$ cat src/rtl/lps_pkg.sv
package lps_pkg;
    localparam int TIME_W = 8;
    localparam int CNT_W  = TIME_W + 1;
    localparam int DATA_W = 16;
    localparam int ADDR_W = 8;
    localparam int BYTE_W = 8;

    localparam logic [ADDR_W-1:0] A_CTRL  = 8'h00;
    localparam logic [ADDR_W-1:0] A_ITIME = 8'h01;
    localparam logic [ADDR_W-1:0] A_PTIME = 8'h03;
    localparam logic [ADDR_W-1:0] A_GAIN  = 8'h0F;
    localparam logic [ADDR_W-1:0] A_C0LO  = 8'h14;
    localparam logic [ADDR_W-1:0] A_C0HI  = 8'h15;
    localparam logic [ADDR_W-1:0] A_C1LO  = 8'h16;
    localparam logic [ADDR_W-1:0] A_C1HI  = 8'h17;

    typedef enum logic [2:0] {
        PH_SLEEP = 3'd0,
        PH_START = 3'd1,
        PH_PROX  = 3'd2,
        PH_PAUSE = 3'd3,
        PH_LIGHT = 3'd4
    } phase_e;

    typedef enum logic [2:0] {
        S_SLEEP, S_START, S_PROX_GO, S_PROX_HOLD, S_PAUSE, S_INTEG, S_CONV
    } seq_state_e;

    typedef struct packed {
        logic pause_en;
        logic prox_en;
        logic light_en;
        logic pon;
    } ctrl_t;

    typedef struct packed {
        logic [DATA_W-1:0] ch1;
        logic [DATA_W-1:0] ch0;
    } pair_t;

    function automatic logic [CNT_W-1:0] span_of(input logic [TIME_W-1:0] v);
        return {1'b1, {TIME_W{1'b0}}} - {1'b0, v};
    endfunction
endpackage

$ cat src/rtl/lps_regs.sv
module lps_regs
    import lps_pkg::*;
(
    input  logic                clk,
    input  logic                rst,
    input  logic                wr,
    input  logic                rd,
    input  logic [ADDR_W-1:0]   addr,
    input  logic [BYTE_W-1:0]   wdata,
    output logic [BYTE_W-1:0]   rdata,
    input  logic                cap_valid,
    input  pair_t               cap,
    output ctrl_t               ctrl,
    output logic [TIME_W-1:0]   itime,
    output logic [TIME_W-1:0]   ptime,
    output logic [1:0]          gain
);
    pair_t             stage_q;
    pair_t             vis_q;
    logic              pend_q;
    logic [BYTE_W-1:0] hold0_q;
    logic [BYTE_W-1:0] hold1_q;

    always_ff @(posedge clk) begin
        if (rst) begin
            ctrl    <= '0;
            itime   <= '0;
            ptime   <= '0;
            gain    <= '0;
            stage_q <= '0;
            vis_q   <= '0;
            pend_q  <= 1'b0;
            hold0_q <= '0;
            hold1_q <= '0;
        end else begin
            if (wr) begin
                case (addr)
                    A_CTRL:  ctrl  <= ctrl_t'(wdata[3:0]);
                    A_ITIME: itime <= wdata;
                    A_PTIME: ptime <= wdata;
                    A_GAIN:  gain  <= wdata[1:0];
                    default: ;
                endcase
            end
            if (cap_valid) stage_q <= cap;
            if (pend_q)    vis_q   <= stage_q;
            pend_q <= cap_valid;
            if (rd && addr == A_C0LO) hold0_q <= vis_q.ch0[DATA_W-1:BYTE_W];
            if (rd && addr == A_C1LO) hold1_q <= vis_q.ch1[DATA_W-1:BYTE_W];
        end
    end

    always_comb begin
        case (addr)
            A_CTRL:  rdata = {4'b0, ctrl};
            A_ITIME: rdata = itime;
            A_PTIME: rdata = ptime;
            A_GAIN:  rdata = {6'b0, gain};
            A_C0LO:  rdata = vis_q.ch0[BYTE_W-1:0];
            A_C0HI:  rdata = hold0_q;
            A_C1LO:  rdata = vis_q.ch1[BYTE_W-1:0];
            A_C1HI:  rdata = hold1_q;
            default: rdata = '0;
        endcase
    end

    // the visible pair moves only as a whole, one cycle after a capture
    a_r10_pair_from_stage: assert property (@(posedge clk) disable iff (rst)
        !$stable(vis_q) |-> $past(pend_q));
endmodule

$ cat src/rtl/lps_fsm.sv
module lps_fsm
    import lps_pkg::*;
(
    input  logic              clk,
    input  logic              rst,
    input  logic              tick,
    input  ctrl_t             ctrl,
    input  logic [TIME_W-1:0] itime,
    input  logic [TIME_W-1:0] ptime,
    input  logic              prox_done,
    input  logic              als_done,
    input  logic [DATA_W-1:0] als_ch0,
    input  logic [DATA_W-1:0] als_ch1,
    output phase_e            phase,
    output logic              prox_start,
    output logic              als_run,
    output logic              cap_valid,
    output pair_t             cap
);
    seq_state_e       state_q, nxt;
    logic [CNT_W-1:0] cnt_q;
    logic             last_tick;
    logic             rst_d;

    assign last_tick = tick && (cnt_q == CNT_W'(1));

    always_comb begin
        nxt = state_q;
        case (state_q)
            S_SLEEP:     if (ctrl.pon) nxt = S_START;
            S_START:     nxt = ctrl.pon ? S_PROX_GO : S_SLEEP;
            S_PROX_GO:   if (ctrl.prox_en) nxt = S_PROX_HOLD;
                         else nxt = ctrl.pon ? S_PAUSE : S_SLEEP;
            S_PROX_HOLD: if (prox_done) nxt = ctrl.pon ? S_PAUSE : S_SLEEP;
            S_PAUSE:     if (!ctrl.pause_en || last_tick)
                             nxt = ctrl.pon ? S_INTEG : S_SLEEP;
            S_INTEG:     if (!ctrl.light_en) nxt = ctrl.pon ? S_START : S_SLEEP;
                         else if (last_tick) nxt = S_CONV;
            S_CONV:      if (als_done) nxt = ctrl.pon ? S_START : S_SLEEP;
            default:     nxt = S_SLEEP;
        endcase
    end

    always_ff @(posedge clk) begin
        if (rst) begin
            state_q <= S_SLEEP;
            cnt_q   <= '0;
        end else begin
            state_q <= nxt;
            if (nxt == S_PAUSE && state_q != S_PAUSE)
                cnt_q <= span_of(ptime);
            else if (nxt == S_INTEG && state_q != S_INTEG)
                cnt_q <= span_of(itime);
            else if ((state_q == S_PAUSE || state_q == S_INTEG) && tick)
                cnt_q <= cnt_q - CNT_W'(1);
        end
    end

    always_comb begin
        case (state_q)
            S_START:                phase = PH_START;
            S_PROX_GO, S_PROX_HOLD: phase = PH_PROX;
            S_PAUSE:                phase = PH_PAUSE;
            S_INTEG, S_CONV:        phase = PH_LIGHT;
            default:                phase = PH_SLEEP;
        endcase
    end

    assign prox_start = (state_q == S_PROX_GO) && ctrl.prox_en;
    assign als_run    = (state_q == S_INTEG) && ctrl.light_en;
    assign cap_valid  = (state_q == S_CONV) && als_done;
    assign cap.ch0    = als_ch0;
    assign cap.ch1    = als_ch1;

    always_ff @(posedge clk) rst_d <= rst;

    always_ff @(posedge clk) begin
        if (rst_d) begin
            a_r1_sleep_after_reset: assert (phase == PH_SLEEP);
        end
    end

    a_r3_start_then_prox: assert property (@(posedge clk) disable iff (rst)
        (phase == PH_START) |=> (phase == PH_PROX || phase == PH_SLEEP));
    a_r3_prox_then_pause: assert property (@(posedge clk) disable iff (rst)
        (phase == PH_PROX) |=> (phase == PH_PROX || phase == PH_PAUSE || phase == PH_SLEEP));
    a_r3_pause_then_light: assert property (@(posedge clk) disable iff (rst)
        (phase == PH_PAUSE) |=> (phase == PH_PAUSE || phase == PH_LIGHT || phase == PH_SLEEP));
    a_r3_light_then_start: assert property (@(posedge clk) disable iff (rst)
        (phase == PH_LIGHT) |=> (phase == PH_LIGHT || phase == PH_START || phase == PH_SLEEP));
    a_r5_sleep_needs_off: assert property (@(posedge clk) disable iff (rst)
        (phase == PH_SLEEP && $past(phase) != PH_SLEEP) |-> !$past(ctrl.pon));
    a_r6_start_is_pulse: assert property (@(posedge clk) disable iff (rst)
        prox_start |=> !prox_start);
endmodule

$ cat src/rtl/lps_seq.sv
module lps_seq
    import lps_pkg::*;
(
    input  logic        clk,
    input  logic        rst,
    input  logic        tick,
    input  logic        reg_wr,
    input  logic        reg_rd,
    input  logic [7:0]  reg_addr,
    input  logic [7:0]  reg_wdata,
    output logic [7:0]  reg_rdata,
    output logic [2:0]  phase,
    output logic        prox_start,
    input  logic        prox_done,
    output logic        als_run,
    output logic [1:0]  als_gain,
    input  logic        als_done,
    input  logic [15:0] als_ch0,
    input  logic [15:0] als_ch1
);
    ctrl_t             ctrl;
    logic [TIME_W-1:0] itime;
    logic [TIME_W-1:0] ptime;
    logic              cap_valid;
    pair_t             cap;
    phase_e            ph;

    lps_regs u_regs (
        .clk       (clk),
        .rst       (rst),
        .wr        (reg_wr),
        .rd        (reg_rd),
        .addr      (reg_addr),
        .wdata     (reg_wdata),
        .rdata     (reg_rdata),
        .cap_valid (cap_valid),
        .cap       (cap),
        .ctrl      (ctrl),
        .itime     (itime),
        .ptime     (ptime),
        .gain      (als_gain)
    );

    lps_fsm u_fsm (
        .clk        (clk),
        .rst        (rst),
        .tick       (tick),
        .ctrl       (ctrl),
        .itime      (itime),
        .ptime      (ptime),
        .prox_done  (prox_done),
        .als_done   (als_done),
        .als_ch0    (als_ch0),
        .als_ch1    (als_ch1),
        .phase      (ph),
        .prox_start (prox_start),
        .als_run    (als_run),
        .cap_valid  (cap_valid),
        .cap        (cap)
    );

    assign phase = ph;
endmodule

$ cat config.mk
export PLATFORM = sky130hd
export DESIGN_NAME = lps_seq
export DESIGN_NICKNAME = d
export VERILOG_FILES = /design/src/rtl/lps_pkg.sv /design/src/rtl/lps_regs.sv /design/src/rtl/lps_fsm.sv /design/src/rtl/lps_seq.sv
export SDC_FILE = /design/constraint.sdc
export NUM_CORES = 1
export LEC_CHECK = 0
export BUFFER_PORTS_ARGS = -buffer_cell sky130_fd_sc_hd__buf_2
export CAP_MARGIN = 30
export CELL_PAD_IN_SITES_DETAIL_PLACEMENT = 0
export CELL_PAD_IN_SITES_GLOBAL_PLACEMENT = 1
export CORE_AREA = 2 2 129 94
export CTS_BUF_LIST = sky130_fd_sc_hd__clkbuf_16
export DETAILED_ROUTE_END_ITERATION = 12
export DIE_AREA = 0 0 131 96
export HOLD_SLACK_MARGIN = 0.12
export PLACE_DENSITY = 0.89
export SKIP_LAST_GASP = 1
export SYNTH_ARGS = -nofsm -noshare
export SYNTH_HDL_FRONTEND = slang
export SYNTH_SLANG_ARGS = --single-unit
$ cat constraint.sdc
create_clock -name clk -period 6.3 [get_ports clk]
set_input_delay 1.26 -clock clk [delete_from_list [all_inputs] [get_ports clk]]
set_output_delay 1.26 -clock clk [all_outputs]
set_load 0.01 [all_outputs]
Word-level counts from Yosys, hierarchy flattened
Cells that the tools add are included.
Storage, ports and cells
  bits in registers: 115
  bits of input ports: 55
  output and inout bits: 15
  logic and storage cells: 75
Cells by class
  $add $sub $neg: 3
  equal/unequal tests: 18
  multiplexer cells: 17
  reductions and logical operators: 21
Operators by type and width (count)
  one-hot mux 8 bit (8 select lines): 1
  == test 8 x 5 -> 1 bit, second input constant: 4
  two-way mux 3 bit: 9
  two-way mux 9 bit: 3
  one-hot mux 3 bit (7 select lines): 1
  subtractor 9 x 8 -> 9 bit, first input constant: 2
  == test 3 bit, second input constant: 5
  one-hot mux 3 bit (4 select lines): 1
  == test 9 x 1 -> 1 bit, second input constant: 1
  logical AND 1 bit: 9
  subtractor 9 x 1 -> 9 bit, second input constant: 1
  == test 8 x 1 -> 1 bit, second input constant: 1
  == test 8 x 2 -> 1 bit, second input constant: 1
  == test 8 x 4 -> 1 bit, second input constant: 1
  logical NOT 8 bit: 1
  AND reduction 2 bit: 4
  == test 3 x 2 -> 1 bit, second input constant: 2
  inequality test 3 bit, second input constant: 2
  OR reduction 2 bit: 2
  == test 3 x 1 -> 1 bit, second input constant: 1
  logical NOT 3 bit: 1
  nonzero test 3 bit: 1
  logical OR 1 bit: 2
  two-way mux 2 bit: 1
  other kinds (2): 2

Depth between registers and ports, before layout
  depth in word-level cells: 9
  depth in mapped cells: 7
  mapped depth without buffers: 7

By module
From an unflattened synthesis, not the netlist that was laid out.
Second synthesis, totals
  cell total of the unflattened synthesis: 599
  area total of the unflattened synthesis: 5650.4 um^2
Modules (own cells, without submodules)
  lps_regs: instances 1, cells each 404, area each 4207.8 um^2, sequential area each 2062.0 um^2
  lps_fsm: instances 1, cells each 195, area each 1442.6 um^2, sequential area each 240.2 um^2

Worst setup path before layout
No wires, ideal clock.
  path kind: input-to-output
  start point: input reg_addr[5]
  end point: output reg_rdata[1]
  arrival time: 2.613 ns
  required time: 5.040 ns
  slack: 2.427 ns
  cell stages on the path: 4
  buffers on the path: 0
  cells stage by stage: or4_1 -> or3_1 -> o31ai_1 -> a221o_1
On the way
  longest elaborated chain between the ends: 2
  elaborated cells between the ends (all ways): 9
  classes of those cells: eq/ne: 7; mux: 1; reduce/logical: 1
Ends and longest elaborated chain
  start, declared: RTL line lps_seq.sv:9  | input logic [7:0] reg_addr,
  == test 8 x 5 -> 1 bit (tied with other cells): RTL line lps_regs.sv:54  | case (addr)
  one-hot mux 8 bit (8 select lines) (*): RTL line lps_regs.sv:54
  end, declared: RTL line lps_seq.sv:11  | output logic [7:0] reg_rdata,
Mark *: on every way between the ends. The rest lies on a longest branch, timed or not.

Worst setup path in the final report
  start point: input reg_addr[5]
  end point: output reg_rdata[5]
Same word-level chain as after synthesis.

==> impl_metrics.tcl <==
set metrics [dict create \
    status "completed" \
    postRouteAntennaNets 0 \
    synth_edf_count 0 \
    die_h_um 96 \
    cts_sinks 115 \
    wl_per_cell_um 15.7 \
    grt_overflow 0 \
    first_pass_iters 5 \
    post_cts_buffers 0 \
    seq_area_mm2 0.00230 \
    io_buffers 69 \
    place_area_mm2 0.00567 \
    path_class "in -> out" \
    setup_violations 0 \
    cts-root-buf "clkbuf_16" \
    tightestPinTransition_ns 0.980 \
    syn2layout_area_growth_pct 20.3 \
    initial_core_util_pct 45.9 \
    grt_pass1_vias 4125 \
    maxCapViolCount 0 \
    rsz0062_at_grt "false" \
    synth_top_area_share_pct 44.2 \
    core_mm2 0.0114 \
    hold_class "reg -> reg" \
    clock.fmax_ghz 0.234 \
    setup_tns_ns 0 \
    ys_types 54 \
    vias_per_cell 5.40 \
    power.density_mw_per_mm2 279 \
    synth_nets 659 \
    synth_area_mm2 0.00521 \
    synth.avg_cell_area_um2 8.69 \
    postCtsHoldBufs 0 \
    finalMaxSlewViolations 0 \
    ios 70 \
    synth_cells 600 \
    ctsResizeCount 0 \
    skew_ns 0.00713 \
    period_needed_ns 4.27 \
    synth_area_leaders "dfxtp_1, mux2i_1, nand2_1" \
    crit_required_ns 5.04 \
    critPathLaunchType "primary input" \
    nNetsFinal 714 \
    drc_errors 0 \
    rows 33 \
    grt_pass1_wl_mm 20.8 \
    diodes 0 \
    die_w_um 131 \
    cp-end-kind "primary output" \
    seq_area_frac_synth_pct 44.2 \
    die_area_mm2 0.0126 \
    dp_cells 792 \
    path_clk_slew_ns 0.05 \
    vdd_ir_drop_max_mv 0.200 \
    n_fill_cell 1024 \
    clk-insertion-delay-late_ns 0.41 \
    power.leakage_nw 2.64 \
    postLayoutCellArea_mm2 0.00627 \
    cts_tree "built" \
    hpwlAfterDp_mm 9.19 \
    arrival_ns 3.01 \
    fin_crit_sh_pct 67.7 \
    drtIter0Drc 301 \
    async_flop_share_pct 0 \
    yosys_register_bits 115 \
    synth_most_common_cell "dfxtp_1" \
    critical_path_peak_fanout 5 \
    final-hold-violation-count 0 \
    multi_input_area_mm2 0.00273 \
    slew-limit-headroom_pct 34.6 \
    layout-drive-gt1-share_pct 17.8 \
    vias 4455 \
    h-tree-depth 4 \
    routed_wl_mm 13.0 \
    track_usage_pct 21.8 \
    gp_congestion 0.895 \
    fin_cells 825 \
    antenna_found_initial 0 \
    clockBufferDepth 2 \
    cts_inserted_buffers 17 \
    p_total_mw 1.75 \
    yosysTopAreaCell "dfxtp_1" \
    ys_warn_count 0 \
    grt_max_degree 64 \
    synthTopCellsByCount "dfxtp_1, nand2_1, nor2_1, mux2i_1, a21oi_1" \
    synthFlopType "dfxtp_1" \
]
==> kinds of logic (layout without fill, tap and decap cells) <==
family                     count (synthesis)  after routing  synth area share (%)
xor gates and xnor gates                  11             11                  1.85
and+or+nand+nor                          239            239                  20.4
adders and majority gates                  4              4                 0.960
buffers and inverters                     50            118                  3.74
DFF                                      115            115                  44.2
AOI/OAI and AO/OA                        103            103                  12.2
muxes                                     78             78                  16.7
==> through the flow <==
step / hold slack, ns / utilization [%] / setup slack, ns
floorplan: 0.436 / - / 2.43
global placement: 0.449 / 49.7 / 2.04
detailed placement: 0.450 / 49.9 / 2.03
CTS: 0.458 / 55.2 / 2.02
global route: 0.477 / 55.3 / 2.00
finish: 0.456 / 55.3 / 2.03
==> placed cells by master (no fill, tap or decap), types with 4 or more instances in the layout <==
cell	count
clkbuf_16	17
mux2i_1	69
buf_4	4
nor2b_1	4
and3_1	4
nand4_1	6
a211oi_1	4
mux4_2	7
buf_2	68
a22oi_1	8
nor2_1	86
inv_1	14
nand3_1	9
bufinv_16	4
xor2_1	7
a21oi_1	54
o211ai_1	8
ha_1	4
o21ai_0	9
nor3_1	5
dfxtp_1	114
xnor2_1	4
clkinv_2	5
nand2_1	97
==> flip-flops by register name, indices dropped and copies added (netlist names) <==
signal	cells
u_regs.itime	8
u_regs.pend_q	1
u_regs.vis_q	32
u_fsm.cnt_q	9
u_regs.stage_q	32
u_regs.hold1_q	8
u_regs.hold0_q	8
u_regs.ctrl	4
u_regs.ptime	8
u_fsm.state_q	3
u_regs.gain	2
==> per-layer routing <==
layer | track usage [%] | wire length (µm) | vias to the layer above
li1 | - | - | 2205
met1 | 31.3 | 6590 | 2107
met2 | 31.7 | 5450 | 129
met3 | 6.17 | 834 | 14
met4 | 6.21 | 116 | 0
met5 | 0 | 0 | -
==> report_power, final <==
part	switching [mW]	total, mW	internal [mW]
Clock	0.324	0.974	0.650
Sequential	0.000286	0.729	0.728
Combinational	0.0277	0.0461	0.0185
Total	0.352	1.75	1.40
==> worst max-delay path, stage by stage <==
cell     delay (ns)
buf_2          0.11
or4_1          0.59
nor3_2         0.37
and3_1         0.30
a22oi_1        0.11
nand2_1        0.12
buf_2          0.14
==> worst paths after layout <==
kind                                  start  slack, ns                             end  depth (start not counted)
max                             reg_addr[5]       2.03                    reg_rdata[5]                          7
min          u_regs.stage_q[8]$_SDFFE_PP0P_       0.46  u_regs.stage_q[8]$_SDFFE_PP0P_                          2
max reg2reg     u_fsm.state_q[2]$_SDFF_PP0_       4.02     u_fsm.cnt_q[8]$_SDFFE_PP0P_                          5
min reg2reg  u_regs.stage_q[8]$_SDFFE_PP0P_       0.46  u_regs.stage_q[8]$_SDFFE_PP0P_                          2
==> cell type report <==
type | count | area share (%)
Multi-Input combinational cell | 435 | 43.4
Sequential cell | 115 | 36.7
Clock buffer | 17 | 6.78
Timing Repair Buffer | 74 | 6.46
Tap cell | 157 | 3.13
Clock inverter | 15 | 2.75
Inverter | 12 | 0.718
Note: power is estimated with default switching activity, not from simulation.
